## src/rtl/gf_derand_pkg.sv

```systemverilog
package gf_derand_pkg;
  localparam int unsigned SYM_W   = 7;
  localparam int unsigned STAGES  = 3;
  localparam int unsigned TAP_IDX = 1;
  localparam int unsigned TAP_POW = 3;
  // x^7 + x^3 + 1 with the x^7 term removed
  localparam logic [SYM_W-1:0] POLY_LO = 7'h09;
  localparam logic [SYM_W-1:0] SEED    = 7'h7F;

  typedef logic [SYM_W-1:0] sym_t;
endpackage

```

## src/rtl/gf_alpha_pow_mul.sv

```systemverilog
module gf_alpha_pow_mul #(
  parameter int unsigned W = 7,
  parameter logic [W-1:0] POLY = 7'h09,
  parameter int unsigned POW = 3
) (
  input  logic [W-1:0] a_i,
  output logic [W-1:0] p_o
);
  logic [W-1:0] chain [POW+1];

  assign chain[0] = a_i;

  // one multiply by alpha per step: shift, then reduce on carry-out
  for (genvar k = 0; k < POW; k++) begin : g_step
    assign chain[k+1] = {chain[k][W-2:0], 1'b0} ^ (chain[k][W-1] ? POLY : '0);
  end

  assign p_o = chain[POW];

  // a nonzero operand times a nonzero constant is never zero
  always_comb begin
    p_nonzero_r4: assert (a_i == '0 || p_o != '0);
  end
endmodule

```

## src/rtl/gf_keystream_lfsr.sv

```systemverilog
module gf_keystream_lfsr
  import gf_derand_pkg::*;
#(
  parameter int unsigned W = SYM_W,
  parameter int unsigned N = STAGES,
  parameter int unsigned TAP = TAP_IDX,
  parameter int unsigned POW = TAP_POW,
  parameter logic [W-1:0] POLY = POLY_LO,
  parameter logic [W-1:0] INIT = SEED
) (
  input  logic         clk_i,
  input  logic         rst_ni,
  input  logic         load_i,
  input  logic         step_i,
  output logic [W-1:0] key_o
);
  localparam int unsigned OLD = N - 1;

  logic [W-1:0] stage_q [N];
  logic [W-1:0] base    [N];
  logic [W-1:0] nxt     [N];
  logic [W-1:0] tap_mul;
  logic [W-1:0] fb;

  // a reload takes effect before any shift in the same cycle
  for (genvar i = 0; i < N; i++) begin : g_base
    assign base[i] = load_i ? INIT : stage_q[i];
  end

  gf_alpha_pow_mul #(.W(W), .POLY(POLY), .POW(POW)) u_tap_mul (
    .a_i(base[TAP]),
    .p_o(tap_mul)
  );

  assign fb    = base[OLD] ^ tap_mul;
  assign key_o = base[OLD];

  assign nxt[0] = step_i ? fb : base[0];
  for (genvar i = 1; i < N; i++) begin : g_shift
    assign nxt[i] = step_i ? base[i-1] : base[i];
  end

  for (genvar i = 0; i < N; i++) begin : g_stage
    always_ff @(posedge clk_i or negedge rst_ni) begin
      if (!rst_ni) stage_q[i] <= INIT;
      else         stage_q[i] <= nxt[i];
    end

    p_reload_r8: assert property (@(posedge clk_i) disable iff (!rst_ni)
      (load_i && !step_i) |=> stage_q[i] == INIT);

    p_hold_r5: assert property (@(posedge clk_i) disable iff (!rst_ni)
      (!load_i && !step_i) |=> $stable(stage_q[i]));
  end

  for (genvar i = 1; i < N; i++) begin : g_shift_chk
    p_shift_r2: assert property (@(posedge clk_i) disable iff (!rst_ni)
      (step_i && !load_i) |=> stage_q[i] == $past(stage_q[i-1]));
  end
endmodule

```

## src/rtl/gf_derandomizer.sv

```systemverilog
module gf_derandomizer
  import gf_derand_pkg::*;
#(
  parameter int unsigned W = SYM_W,
  parameter logic [W-1:0] INIT = SEED
) (
  input  logic         clk_i,
  input  logic         rst_ni,
  input  logic [W-1:0] sym_i,
  input  logic         sym_valid_i,
  input  logic         frame_start_i,
  output logic [W-1:0] sym_o,
  output logic         sym_valid_o
);
  logic [W-1:0] key;

  gf_keystream_lfsr #(
    .W(W), .N(STAGES), .TAP(TAP_IDX), .POW(TAP_POW), .POLY(POLY_LO), .INIT(INIT)
  ) u_lfsr (
    .clk_i (clk_i),
    .rst_ni(rst_ni),
    .load_i(frame_start_i),
    .step_i(sym_valid_i),
    .key_o (key)
  );

  assign sym_o       = sym_i ^ key;
  assign sym_valid_o = sym_valid_i;

  p_frame_key_r3: assert property (@(posedge clk_i) disable iff (!rst_ni)
    frame_start_i |-> (sym_o ^ sym_i) == INIT);
endmodule

```

## config.mk

```make
export PLATFORM = sky130hd
export DESIGN_NAME = gf_derandomizer
export DESIGN_NICKNAME = d
export VERILOG_FILES = /design/src/rtl/gf_derand_pkg.sv /design/src/rtl/gf_alpha_pow_mul.sv /design/src/rtl/gf_keystream_lfsr.sv /design/src/rtl/gf_derandomizer.sv
export SDC_FILE = /design/constraint.sdc
export NUM_CORES = 1
export LEC_CHECK = 0
export BUFFER_PORTS_ARGS = -buffer_cell sky130_fd_sc_hd__buf_2
export CORE_MARGIN = 5
export CORE_UTILIZATION = 51
export CTS_BUF_LIST = sky130_fd_sc_hd__clkbuf_8
export CTS_CLUSTER_SIZE = 14
export DETAILED_ROUTE_END_ITERATION = 6
export PLACE_DENSITY = 0.74
export SLEW_MARGIN = 20
export SYNTH_ARGS = -nofsm -noshare
export SYNTH_HDL_FRONTEND = slang
export SYNTH_SLANG_ARGS = --single-unit
```

## constraint.sdc

```tcl
create_clock -name clk_i -period 1.4 [get_ports clk_i]
set_clock_uncertainty 0.15 [all_clocks]
set_input_delay 0.14 -clock clk_i [delete_from_list [all_inputs] [get_ports clk_i]]
set_output_delay 0.14 -clock clk_i [all_outputs]
set_load 0.05 [all_outputs]
```

After elaboration in Yosys (flattened, before gate mapping)
Cells that the tools add are included.
{"block": "totals", "register_bits": 21, "in_bits": 11, "out_inout_bits": 8, "word_cells": 17}
{"block": "op_classes", "n_mux": 9, "bitwise_logic": 5}
{"op": "two-way mux 7 bit", "count": 6}
{"op": "bitwise XOR 7 bit", "count": 3}
{"op": "bitwise XOR 7 x 4 -> 7 bit", "count": 2}
{"op": "two-way mux 4 bit", "count": 3}

Longest topological paths before layout
{"block": "depth", "depth_word": 9, "mapped_depth": 4}

Hierarchy
Synthesis repeated with hierarchy kept, for this count alone.
{"block": "unflattened", "hier_cells": 115, "hier_area_um2": 1252.5}
{"mod": "gf_keystream_lfsr", "n_inst": 1, "cells_per_inst": 100, "area_per_inst_um2": 1127.3, "seq_area_each_um2": 551.8}
{"mod": "gf_derandomizer", "n_inst": 1, "cells_per_inst": 8, "area_per_inst_um2": 68.8, "seq_area_each_um2": 0.0}
{"mod": "gf_alpha_pow_mul", "n_inst": 1, "cells_per_inst": 7, "area_per_inst_um2": 56.3, "seq_area_each_um2": 0.0}

Worst setup path before layout
No wires, ideal clock.
{"block": "synth_path", "path_kind": "flip-flop to output port", "start": "reg u_lfsr.stage_q[5] (netlist name)", "end": "out sym_o[5]", "t_arrival_ns": 1.400, "required_ns": 1.110, "path_slack_ns": -0.290, "path_stages_with_launch": 3, "n_path_buf": 0, "path_cell_list": "dfstp_2 > nor2_1 > xnor2_1"}
{"block": "synth_via", "elab_chain_cells": 2}
{"element": "start, declared", "line_no": "gf_keystream_lfsr.sv:19", "text": "logic [W-1:0] stage_q [N];"}
{"element": "start signal, assigned by index", "line_no": "gf_keystream_lfsr.sv:46", "text": "else stage_q[i] <= nxt[i];"}
{"element": "two-way mux 7 bit", "line_no": "gf_keystream_lfsr.sv:27", "text": "assign base[i] = load_i ? INIT : stage_q[i];"}
{"element": "bitwise XOR 7 bit", "line_no": "gf_derandomizer.sv:27", "text": "assign sym_o = sym_i ^ key;"}
{"element": "end, declared", "line_no": "gf_derandomizer.sv:12", "text": "output logic [W-1:0] sym_o,"}
Every way passes these cells.

Worst setup path in the final report
{"block": "layout_path", "start": "reg u_lfsr.stage_q[6] (netlist name)", "end": "out sym_o[6]"}
Same word-level chain as after synthesis.

==> results by stage <==
Setup path:
- The worst setup path is launched from a register.
- In this run the worst path has a maximum fanout of 2.
- The data required time at the worst endpoint is approximately 1.1 ns.
- The data arrival at the endpoint of the critical path is 1.19 ns.
- The worst setup path is captured at a primary output.
- The critical path is of the reg -> out type.

STA:
- Setup repair after global routing could not meet its margin everywhere.
- Static timing analysis puts the maximum clock frequency at 0.675 GHz.
- The worst slew margin relative to its limit is ~69%.
- The post-route fraction of the period consumed by the critical path is 106%.
- The tightest hold path in the finished design has a slack of -0.0169 ns.
- For the pin with the worst max-slew slack, the measured transition is between 0.4 and 0.5 ns.
- The number of setup violations in the final report is 10.
- Counting I/O delays and the setup requirement, the final critical path takes about 1.5 ns.
- The number of hold violations in the final report is 21.
- The post-route worst setup slack is -0.0821 ns.
- The final max-slew violation count is 0.
- Setup total negative slack on the finished layout was measured at -0.502 ns.

Place:
- In this run the tool buffered the top-level ports with 18 buffer cells.
- The congestion estimate from routability-driven global placement came to 0.735.
- OpenSTA, run right after detailed placement, puts the worst setup slack at -0.0258 ns.
- The half-perimeter wire length after detailed placement is roughly 1400 um.

Power:
- The completed layout was analyzed and its total power is between 1.5 and 2 mW.
- The leakage power is around 0.64 nW.
- The largest voltage drop on the vdd net is approximately 0.00096 V.
- The power density relative to cell area is 1040 nW/um2.

Synth:
- The adder-cell share of the synthesized area is 0%.
- The number of nets in the synthesized netlist is 104.
- In this run the mean area of a mapped cell was roughly 12 um2.
- The number of different library cells in the post-synthesis netlist is 15.
- The share of cell area taken by muxes after synthesis is 0%.
- The synthesized-area fraction occupied by and/or/nand/nor cells is ~12%.
- The netlist area before placement is 1100 um2.
- The synthesized netlist devotes around a fifth of its cell area to compound gates.
- The number of synthesis warnings is 0.
- The combinational family with the most area after synthesis is compound AO/OA/AOI/OAI gates.
- Sequential cells were found to cover between 40% and 50% of the synthesized design area.
- The fraction of synthesized cell area in xor and xnor cells is roughly 15%.
- The synthesized design contains 21 register bits.
- Synthesis produced 93 cells.

Floorplan:
- The initial utilization of the core area, before any placement, comes to a little over half.
- After floorplanning, the core was divided into 16 placement rows.
- The floorplan step set the die width to about 57 um.
- The overall die height is 56.5 um.
- The core region is about 2000 um2.
- The die area is between 3000 and 4000 um2.
- During I/O placement, the number of pins put on the boundary was 19.

Status:
- The run finished, with violations left.
- The final reports fail on hold timing, setup timing.

Global routing:
- The total overflow left after global routing is 0.
- The initial antenna violation count is 0.
- The number of global-route vias before repair came to 821.
- The first global-routing pass estimated ~3800 um of wire.
- Global routing used between 10% and 20% of the available tracks across all layers.
- The pin count of the biggest net entering global routing is 22.

Drt:
- The routed via count is roughly 810.
- After the first detailed-routing iteration, the DRC count stood at 18.
- The detail-routed via count per cell is ~5.4.
- The number of optimization iterations in the first detailed-route pass is 4.
- Once detail routing completed, the nets flagged for antenna violations numbered 0.
- The mean routed wirelength per cell is 14.7 um.
- For this run, design rule violations remaining after detail routing come to 0.
- Summed over all layers, the routed wires come to between 2000 and 2500 um.

Cells and area:
- Relative to the synthesized area, the layout overhead comes to 31.4%.
- The number of flip-flops under the largest register name is 21.
- Of the cells placed in the final design, the portion with a size suffix greater than 1 is 56.6%.
- In the final layout, the registers with the most flip-flops are u_lfsr.stage_q x21.
- The final layout contains approximately 130 nets.
- 0 antenna diodes ended up in the layout.
- u_lfsr.stage_q holds more flip-flops than any other register.

Clock tree:
- After clock tree synthesis, the clock-pin slew on the worst setup and hold paths is 0.08 ns.
- For this design, the sink count on the clock tree is 21.
- The TritonCTS clock tree is yes.
- No sink is reached through more buffers than the 2 on the longest clock path.
- For this design, the CTS-stage hold fixing added 0 buffers.
- The number of H-tree levels is 1.
- The total clock buffers created by CTS is 3.
- The library cell used as clock root buffer is sky130_fd_sc_hd__clkbuf_8.
- The later pin in the worst-skew pair is clocked with a latency of roughly 0.26 ns.

Flow run:
- The number of max-cap violations is 0.

Min path:
- The type of the worst min-delay path is in -> async.
[kinds of logic (layout without fill, tap and decap cells)]
| logic type | after synthesis | count (layout) |
|---|---|---|
| AO/OA/AOI/OAI | 25 | 25 |
| AND/OR/NAND/NOR | 24 | 24 |
| XOR/XNOR | 14 | 14 |
| flip-flops | 21 | 21 |
| buffers and inverters | 9 | 38 |
[layout make-up]
class | count | area, um2
Timing Repair Buffer | 33 | 246
Fill cell | 151 | 571
Sequential cell | 21 | 552
Clock inverter | 1 | 5.00
Multi-Input combinational cell | 63 | 569
Tap cell | 27 | 33.8
Clock buffer | 3 | 41.3
Inverter | 1 | 3.75
[Yosys cell counts (all sizes together)]
cell,n,area (um2)
clkbuf,4,15.0
dfstp,21,552
xor3,3,71.3
inv,1,3.75
a211o,17,150
xnor2,11,96.3
and2,8,51.3
buf,4,22.5
nor2b,9,56.3
o31ai,4,30.0
nor2,7,26.3
o21bai,4,30.0
[worst max-delay path: stages, from the launching register on]
cell,delay [ns]
sky130_fd_sc_hd__dfstp_2,0.54
sky130_fd_sc_hd__nor2_1,0.06
sky130_fd_sc_hd__xnor2_2,0.15
sky130_fd_sc_hd__buf_6,0.18
[layer usage]
layer / up-vias / share of wire (%) / track usage (%)
li1: 379 / - / -
met1: 407 / 42 / 18.2
met2: 19 / 51 / 26.1
met3: 2 / 4.9 / 4.82
met4: 0 / 1.1 / 5.08
met5: - / 0 / 0
[stage by stage]
step | std cells | instance area (um2) | util (%)
2_1_floorplan | 93 | 1160 | -
3_3_place_gp | 137 | 1300 | 64.1
3_5_place_dp | 137 | 1300 | 64.1
4_1_cts | 149 | 1450 | 71.7
5_1_grt | 149 | 1450 | 71.8
6_report | 149 | 1450 | 71.8
[final timing paths]
kind                                         startpoint                           end  slack [ns]  cells after the start
max reg2reg                 u_lfsr.stage_q[9]$_DFF_PN1_  u_lfsr.stage_q[19]$_DFF_PN1_       -0.01                      2
min reg2reg                u_lfsr.stage_q[16]$_DFF_PN1_  u_lfsr.stage_q[16]$_DFF_PN1_        0.41                      2
min in group clk_i                        frame_start_i  u_lfsr.stage_q[16]$_DFF_PN1_        0.16                      2
min                                              rst_ni  u_lfsr.stage_q[16]$_DFF_PN1_       -0.02                      1
max                         u_lfsr.stage_q[6]$_DFF_PN1_                      sym_o[6]       -0.08                      3
max in group asynchronous                        rst_ni  u_lfsr.stage_q[14]$_DFF_PN1_        1.08                      1
[power by group]
part / leakage (nW) / internal (mW) / switching (mW) / total, mW
Combinational: 0.398 / 0.196 / 0.199 / 0.395
Sequential: 0.221 / 0.692 / 0.0317 / 0.723
Clock: 0.0255 / 0.198 / 0.197 / 0.395
[layout by cell type (no fill, tap or decap), types with 2 or more instances in the layout]
cell,count
sky130_fd_sc_hd__dfstp_2,21
sky130_fd_sc_hd__a211o_1,16
sky130_fd_sc_hd__buf_4,15
sky130_fd_sc_hd__buf_2,11
sky130_fd_sc_hd__nor2b_1,9
sky130_fd_sc_hd__and2_1,7
sky130_fd_sc_hd__xnor2_2,7
sky130_fd_sc_hd__buf_6,7
sky130_fd_sc_hd__nor2_1,5
sky130_fd_sc_hd__xnor2_1,4
sky130_fd_sc_hd__o21bai_1,4
sky130_fd_sc_hd__o31ai_1,4
sky130_fd_sc_hd__xor3_1,3
sky130_fd_sc_hd__clkbuf_8,3
sky130_fd_sc_hd__nor2_2,2
[repair_timing]
action                     4_1_cts  5_1_grt
setup buffers                    8        0
resized for setup               15        1
hold endpoints to repair         0        0
setup endpoints to repair       10       10
pin swaps                        3        2
(Power assumes the default switching activity.)
